--- src/rtl/ulpi_seq_pkg.sv ---
package ulpi_seq_pkg;

  localparam int BYTE_W = 8;                 // ULPI data bus width
  localparam int IMM_W  = 6;                 // immediate address field width
  localparam int PFX_W  = BYTE_W - IMM_W;    // command type prefix width
  localparam int ADDR_W = 8;                 // register address width

  localparam logic [PFX_W-1:0]  PFX_REG_WR = 2'b10;
  localparam logic [PFX_W-1:0]  PFX_REG_RD = 2'b11;
  localparam logic [IMM_W-1:0]  EXT_ESC    = 6'b101111;
  localparam logic [BYTE_W-1:0] BUS_NOOP   = '0;

  typedef enum logic [3:0] {
    SQ_IDLE,
    SQ_CMD,
    SQ_ADDR,
    SQ_WDATA,
    SQ_STP,
    SQ_RWAIT,
    SQ_RDATA,
    SQ_REND,
    SQ_RESP
  } sq_state_e;

  function automatic logic [BYTE_W-1:0] build_cmd(input logic wr,
                                                  input logic [ADDR_W-1:0] addr);
    logic [PFX_W-1:0] pfx;
    logic [IMM_W-1:0] imm;
    pfx = wr ? PFX_REG_WR : PFX_REG_RD;
    imm = (|addr[ADDR_W-1:IMM_W]) ? EXT_ESC : addr[IMM_W-1:0];
    return {pfx, imm};
  endfunction

endpackage

--- src/rtl/ulpi_dir_track.sv ---
module ulpi_dir_track (
  input  logic clk,
  input  logic dir,
  output logic dir_q,
  output logic owned
);
  // Follows DIR even in reset so the ownership rule holds from the first edge.
  always_ff @(posedge clk) begin
    dir_q <= dir;
  end

  assign owned = !dir && !dir_q;
endmodule

--- src/rtl/ulpi_rxcmd_tap.sv ---
module ulpi_rxcmd_tap
  import ulpi_seq_pkg::*;
(
  input  logic              clk,
  input  logic              rst_n,
  input  logic              dir,
  input  logic              dir_q,
  input  logic              nxt,
  input  logic              rd_slot,
  input  logic [BYTE_W-1:0] bus_in,
  output logic              tap_valid,
  output logic [BYTE_W-1:0] tap_data
);
  logic take;
  assign take = dir && dir_q && !nxt && !rd_slot;

  always_ff @(posedge clk or negedge rst_n) begin
    if (!rst_n) begin
      tap_valid <= 1'b0;
      tap_data  <= '0;
    end else begin
      tap_valid <= take;
      if (take) tap_data <= bus_in;
    end
  end
endmodule

--- src/rtl/ulpi_seq_fsm.sv ---
module ulpi_seq_fsm
  import ulpi_seq_pkg::*;
(
  input  logic              clk,
  input  logic              rst_n,
  input  logic              owned,
  input  logic              dir,
  input  logic              nxt,
  input  logic              req_valid,
  output logic              req_ready,
  input  logic              req_write,
  input  logic [ADDR_W-1:0] req_addr,
  input  logic [BYTE_W-1:0] req_wdata,
  output logic              rsp_valid,
  input  logic              rsp_ready,
  output logic [BYTE_W-1:0] rsp_rdata,
  input  logic [BYTE_W-1:0] bus_in,
  output logic [BYTE_W-1:0] bus_out,
  output logic              bus_oe,
  output logic              stp,
  output logic              rd_slot
);
  sq_state_e         st, st_nx;
  logic              lat_wr;
  logic [ADDR_W-1:0] lat_addr;
  logic [BYTE_W-1:0] lat_wdata;
  logic [BYTE_W-1:0] rd_q;
  logic [BYTE_W-1:0] drv;
  logic              use_ext;
  logic              cap;
  logic              accept;

  assign use_ext = |lat_addr[ADDR_W-1:IMM_W];
  assign accept  = owned && nxt;

  always_comb begin
    st_nx     = st;
    drv       = BUS_NOOP;
    stp       = 1'b0;
    req_ready = 1'b0;
    rsp_valid = 1'b0;
    cap       = 1'b0;
    unique case (st)
      SQ_IDLE: begin
        req_ready = owned;
        if (req_valid && owned) st_nx = SQ_CMD;
      end
      SQ_CMD: begin
        drv = build_cmd(lat_wr, lat_addr);
        if (accept) begin
          if (use_ext)     st_nx = SQ_ADDR;
          else if (lat_wr) st_nx = SQ_WDATA;
          else             st_nx = SQ_RWAIT;
        end
      end
      SQ_ADDR: begin
        drv = lat_addr[BYTE_W-1:0];
        if (dir)         st_nx = SQ_CMD;
        else if (accept) st_nx = lat_wr ? SQ_WDATA : SQ_RWAIT;
      end
      SQ_WDATA: begin
        drv = lat_wdata;
        if (dir)         st_nx = SQ_CMD;
        else if (accept) st_nx = SQ_STP;
      end
      SQ_STP: begin
        stp   = 1'b1;
        st_nx = SQ_RESP;
      end
      SQ_RWAIT: begin
        if (dir) st_nx = SQ_RDATA;
      end
      SQ_RDATA: begin
        if (dir) begin
          cap   = 1'b1;
          st_nx = SQ_REND;
        end else begin
          st_nx = SQ_RWAIT;
        end
      end
      SQ_REND: begin
        if (!dir) st_nx = SQ_RESP;
      end
      SQ_RESP: begin
        rsp_valid = 1'b1;
        if (rsp_ready) st_nx = SQ_IDLE;
      end
      default: st_nx = SQ_IDLE;
    endcase
  end

  always_ff @(posedge clk or negedge rst_n) begin
    if (!rst_n) begin
      st        <= SQ_IDLE;
      lat_wr    <= 1'b0;
      lat_addr  <= '0;
      lat_wdata <= '0;
      rd_q      <= '0;
    end else begin
      st <= st_nx;
      if (st == SQ_IDLE && req_valid && owned) begin
        lat_wr    <= req_write;
        lat_addr  <= req_addr;
        lat_wdata <= req_wdata;
      end
      if (cap) rd_q <= bus_in;
    end
  end

  assign bus_oe    = owned;
  assign bus_out   = owned ? drv : BUS_NOOP;
  assign rsp_rdata = rd_q;
  assign rd_slot   = (st == SQ_RDATA);
endmodule

--- src/rtl/ulpi_reg_seq.sv ---
module ulpi_reg_seq
  import ulpi_seq_pkg::*;
(
  input  logic              clk,
  input  logic              rst_n,
  input  logic              req_valid,
  output logic              req_ready,
  input  logic              req_write,
  input  logic [ADDR_W-1:0] req_addr,
  input  logic [BYTE_W-1:0] req_wdata,
  output logic              rsp_valid,
  input  logic              rsp_ready,
  output logic [BYTE_W-1:0] rsp_rdata,
  output logic              rxcmd_valid,
  output logic [BYTE_W-1:0] rxcmd_data,
  input  logic              ulpi_dir,
  input  logic              ulpi_nxt,
  output logic              ulpi_stp,
  input  logic [BYTE_W-1:0] ulpi_data_in,
  output logic [BYTE_W-1:0] ulpi_data_out,
  output logic              ulpi_data_oe
);
  logic dir_q;
  logic owned;
  logic rd_slot;

  ulpi_dir_track u_track (
    .clk   (clk),
    .dir   (ulpi_dir),
    .dir_q (dir_q),
    .owned (owned)
  );

  ulpi_seq_fsm u_fsm (
    .clk       (clk),
    .rst_n     (rst_n),
    .owned     (owned),
    .dir       (ulpi_dir),
    .nxt       (ulpi_nxt),
    .req_valid (req_valid),
    .req_ready (req_ready),
    .req_write (req_write),
    .req_addr  (req_addr),
    .req_wdata (req_wdata),
    .rsp_valid (rsp_valid),
    .rsp_ready (rsp_ready),
    .rsp_rdata (rsp_rdata),
    .bus_in    (ulpi_data_in),
    .bus_out   (ulpi_data_out),
    .bus_oe    (ulpi_data_oe),
    .stp       (ulpi_stp),
    .rd_slot   (rd_slot)
  );

  ulpi_rxcmd_tap u_tap (
    .clk       (clk),
    .rst_n     (rst_n),
    .dir       (ulpi_dir),
    .dir_q     (dir_q),
    .nxt       (ulpi_nxt),
    .rd_slot   (rd_slot),
    .bus_in    (ulpi_data_in),
    .tap_valid (rxcmd_valid),
    .tap_data  (rxcmd_data)
  );
endmodule

--- config.mk ---
export PLATFORM = sky130hd
export DESIGN_NAME = ulpi_reg_seq
export DESIGN_NICKNAME = d
export VERILOG_FILES = /design/src/rtl/ulpi_seq_pkg.sv /design/src/rtl/ulpi_dir_track.sv /design/src/rtl/ulpi_rxcmd_tap.sv /design/src/rtl/ulpi_seq_fsm.sv /design/src/rtl/ulpi_reg_seq.sv
export SDC_FILE = /design/constraint.sdc
export NUM_CORES = 1
export LEC_CHECK = 0
export CAP_MARGIN = 25
export CORE_UTILIZATION = 50
export DETAILED_ROUTE_END_ITERATION = 8
export PLACE_DENSITY = 0.95
export SYNTH_ARGS = -nofsm -noshare
export SYNTH_HDL_FRONTEND = slang
export SYNTH_HIERARCHICAL = 1
export SYNTH_SLANG_ARGS = --single-unit
export TNS_END_PERCENT = 20
--- constraint.sdc ---
create_clock -name clk -period 2.4 [get_ports clk]
set_input_delay 0.24 -clock clk [delete_from_list [all_inputs] [get_ports clk]]
set_output_delay 0.24 -clock clk [all_outputs]
set_load 0.05 [all_outputs]
==> results.md <==
* Outcome: completed
* Cell Chain, Critical Path: nor2b_1 -> o21a_1 -> nand2_1 -> a31oi_1 -> buf_12
* Remaining global-route overflow at 0
* Overall Global Routing Usage at 23.5%
* Layout Skew at 3.80 ps
* Via Count at 1485
* Sw frac at 42.5%
* Largest area contributor in the netlist: dfrtp_1
* Pwr Density at 1250 mW/mm2
* Setup bufs post-CTS at 0
* Total clock sinks at 39
* Antenna violations before repair at 0
* Wire per inst at 15.8 um
* Yosys warns at 6
* Max Fclk at 0.448 GHz
* Num rows at 22
* Critical path's slowest cell: dfrtp_2
* Pint at 1.99 mW
* P_leak at 1.21 nW
* Final worst-path cycle share at 93.1%
* Synthesized area per cell at 12.1 um2
* Final setup fails at 0
* Cell area after synthesis at 0.00193 mm2
* Most frequent cells in the layout: 46 x clkdlybuf4s50_1, 36 x dfrtp_1, 22 x mux2_1
* TritonCTS buffer count at 5
* Die Wd at 64.1 um
* Largest net degree at the start of global routing at 39
* Via-per-instance ratio at 5.52
* Mapped Cells at 159
* Met3 usage at 6.25%
* Peak VDD IR at 723 uV
* Synthesized flop and latch total at 39
* Max Cap Viol at 0
* Grt peak-use layer: met2
* Global Route met1 Usage at 28.8%
* Die Ht at 64.1 um
* Number of global-route vias before repair at 1505
* Routability Congestion at 0.885
* CP Capture Type: output port
* Crit path arrival time at 1990 ps
* Diodes inserted at 0
* Port Buffers at 59
* Nets at 251
* IO Pins at 60
* Post-DP HPWL at 3190 um
* Fraction of layout cells with a size suffix above 1 at 20.4%
* Sequential-to-total area share from yosys stat at 50.3%
* Initial Utilization at 52.3%
* Commonest non-fill, non-tap cell in the layout: clkdlybuf4s50_1
* Library cells used by synthesis at 42
* Logic pwr share at 50.4%
* Iter 0 DRT Violations at 127
* Worst-Margin Slew at 810 ps
* Drt drc at 0
* Top post-synthesis cells by area: dfrtp_1 49%, mux2_1 13%, mux2_4 6.2%
* Unrepaired setup endpoints after global routing: no
* Wirelength, routed at 4260 um
* CTS HTree Levels at 2
* Critical Path Source Type: register
* First-pass GRT wire length at 7160 um
* Fin Setup TNS at 0 ps
* Top FF cell, synth: dfrtp_1
* Drt pass-1 iters at 4
* Final Slew Violations at 0
* CTS tree: yes
* Final min period at 2230 ps
* Slowest stage delay, CP at 520 ps
* Hold_buf cts at 0
* CTS max path bufs at 2
* Syn nets at 190
* Synth top area share at 49.3%
* Hold_ws at 42.3 ps
* M2 GR Usage at 38.6%
* EDFF count, synth at 0
* Core Region at 0.00369 mm2
* Synth-to-layout area growth at 42.9%
* Worst EP required at 2160 ps
* Die area at 0.00411 mm2
* Crit Path Max Fanout at 15
* Post-DRT Antenna Nets at 0
* Clock slew at reported path FFs at 70 ps
* Worst setup path class: reg -> out
* Multi-input gate area at 890 um2
* Switching power total at 1.47 mW
* CTS Root Cell: clkbuf_8
* Hold/Removal Path Class: in -> async
* Slew margin rel. at 46.0%
* Post-cts sizing count at 0
* Ys async rst share at 97.4%
* Fill count at 241
* Reg area at 973 um2
* Power share of the sequential group at 34.3%
* Final hold vios at 0
* Clk pwr share at 15.3%
* Clk_lat worst skew at 290 ps
per-layer routing:
metal  up-vias  routed length [um]
met5         -                   0
met4         0                  85
met2        63                2170
met3         6                 263
met1       725                1730
li1        691                   -
flip-flops by register name, summed over array words and instances, names as in the netlist:
signal / cells
u_tap/tap_valid: 1
u_fsm/st: 4
u_fsm/lat_addr: 8
u_fsm/lat_wdata: 8
u_fsm/rsp_rdata: 8
u_fsm/lat_wr: 1
u_track/dir_q: 1
u_tap/tap_data: 8
cells by family after synthesis:
group	count (synthesis)	synth area share, %
flip-flops	39	50.3
XOR/XNOR	1	0.454
AND/OR/NAND/NOR	49	14.7
buffers and inverters	11	3.63
AO/OA/AOI/OAI	24	9.01
multiplexers	35	21.9
power groups by stage:
stage | sequential [mW] | clock, mW | combinational [mW]
2_1_floorplan | 1.39 | 0 | 0.944
3_3_place_gp | 1.16 | 0 | 1.70
3_5_place_dp | 1.19 | 0 | 1.74
4_1_cts | 1.17 | 0.544 | 1.75
5_1_grt | 1.22 | 0.581 | 1.85
6_report | 1.19 | 0.530 | 1.74
final timing paths:
path / endpoint / cells after the start / slack [ps] / startpoint
max: ulpi_data_out[2] / 5 / 170 / u_fsm/st[1]$_DFFE_PN0P_
max in group asynchronous: u_fsm/st[0]$_DFFE_PN0P_ / 1 / 1800 / rst_n
min: u_fsm/rsp_rdata[5]$_DFFE_PN0P_ / 1 / 40 / rst_n
min in group clk: u_fsm/lat_wdata[3]$_DFFE_PN0P_ / 1 / 490 / u_fsm/lat_wdata[3]$_DFFE_PN0P_
max reg2reg: u_tap/tap_data[5]$_DFFE_PN0P_ / 5 / 520 / u_fsm/st[1]$_DFFE_PN0P_
min reg2reg: u_fsm/lat_wdata[3]$_DFFE_PN0P_ / 1 / 490 / u_fsm/lat_wdata[3]$_DFFE_PN0P_
per-stage QoR:
stage / util, % / total power [mW] / instance area, um2 / instances / setup slack [ps]
2_1_floorplan: - / 2.33 / 1930 / 159 / 184
3_3_place_gp: 71.6 / 2.86 / 2640 / 261 / 415
3_5_place_dp: 71.6 / 2.93 / 2640 / 261 / 367
4_1_cts: 74.7 / 3.47 / 2750 / 269 / 43.2
5_1_grt: 74.8 / 3.66 / 2760 / 269 / 0.0684
6_report: 74.8 / 3.46 / 2760 / 269 / 166
worst max-delay path, delay by kind of cell, from the launching register on:
kind	cells	cell delay, ps
AOI/OAI and AO/OA	2	590
buffers and inverters	1	190
DFF	1	520
and+or+nand+nor	2	410
cell type report:
class                      count  share of cell area, %
timing repair buffer          63                   25.9
clock inverter                 3                   1.59
clock buffer                   5                   2.49
sequential                    39                   35.3
tap                           48                   2.18
multi-input combinational    109                   32.2
inverter                       2                  0.272
synth_stat cells, types with 2 or more instances:
library cell  number
nor2b_1            3
buf_6              2
mux2_2             4
mux2_4             8
a211o_1            2
and4bb_1           2
nand2_1           14
nand2b_1           2
inv_1              2
buf_4              2
dfrtp_1           38
buf_2              5
mux2_1            22
or3_1              3
and2_1             2
a21oi_1            4
nand3_1            4
nor2_1             8
nor2_2             2
o21ai_0            4
a31oi_1            5
No activity file was read; power rests on OpenSTA's default activity.
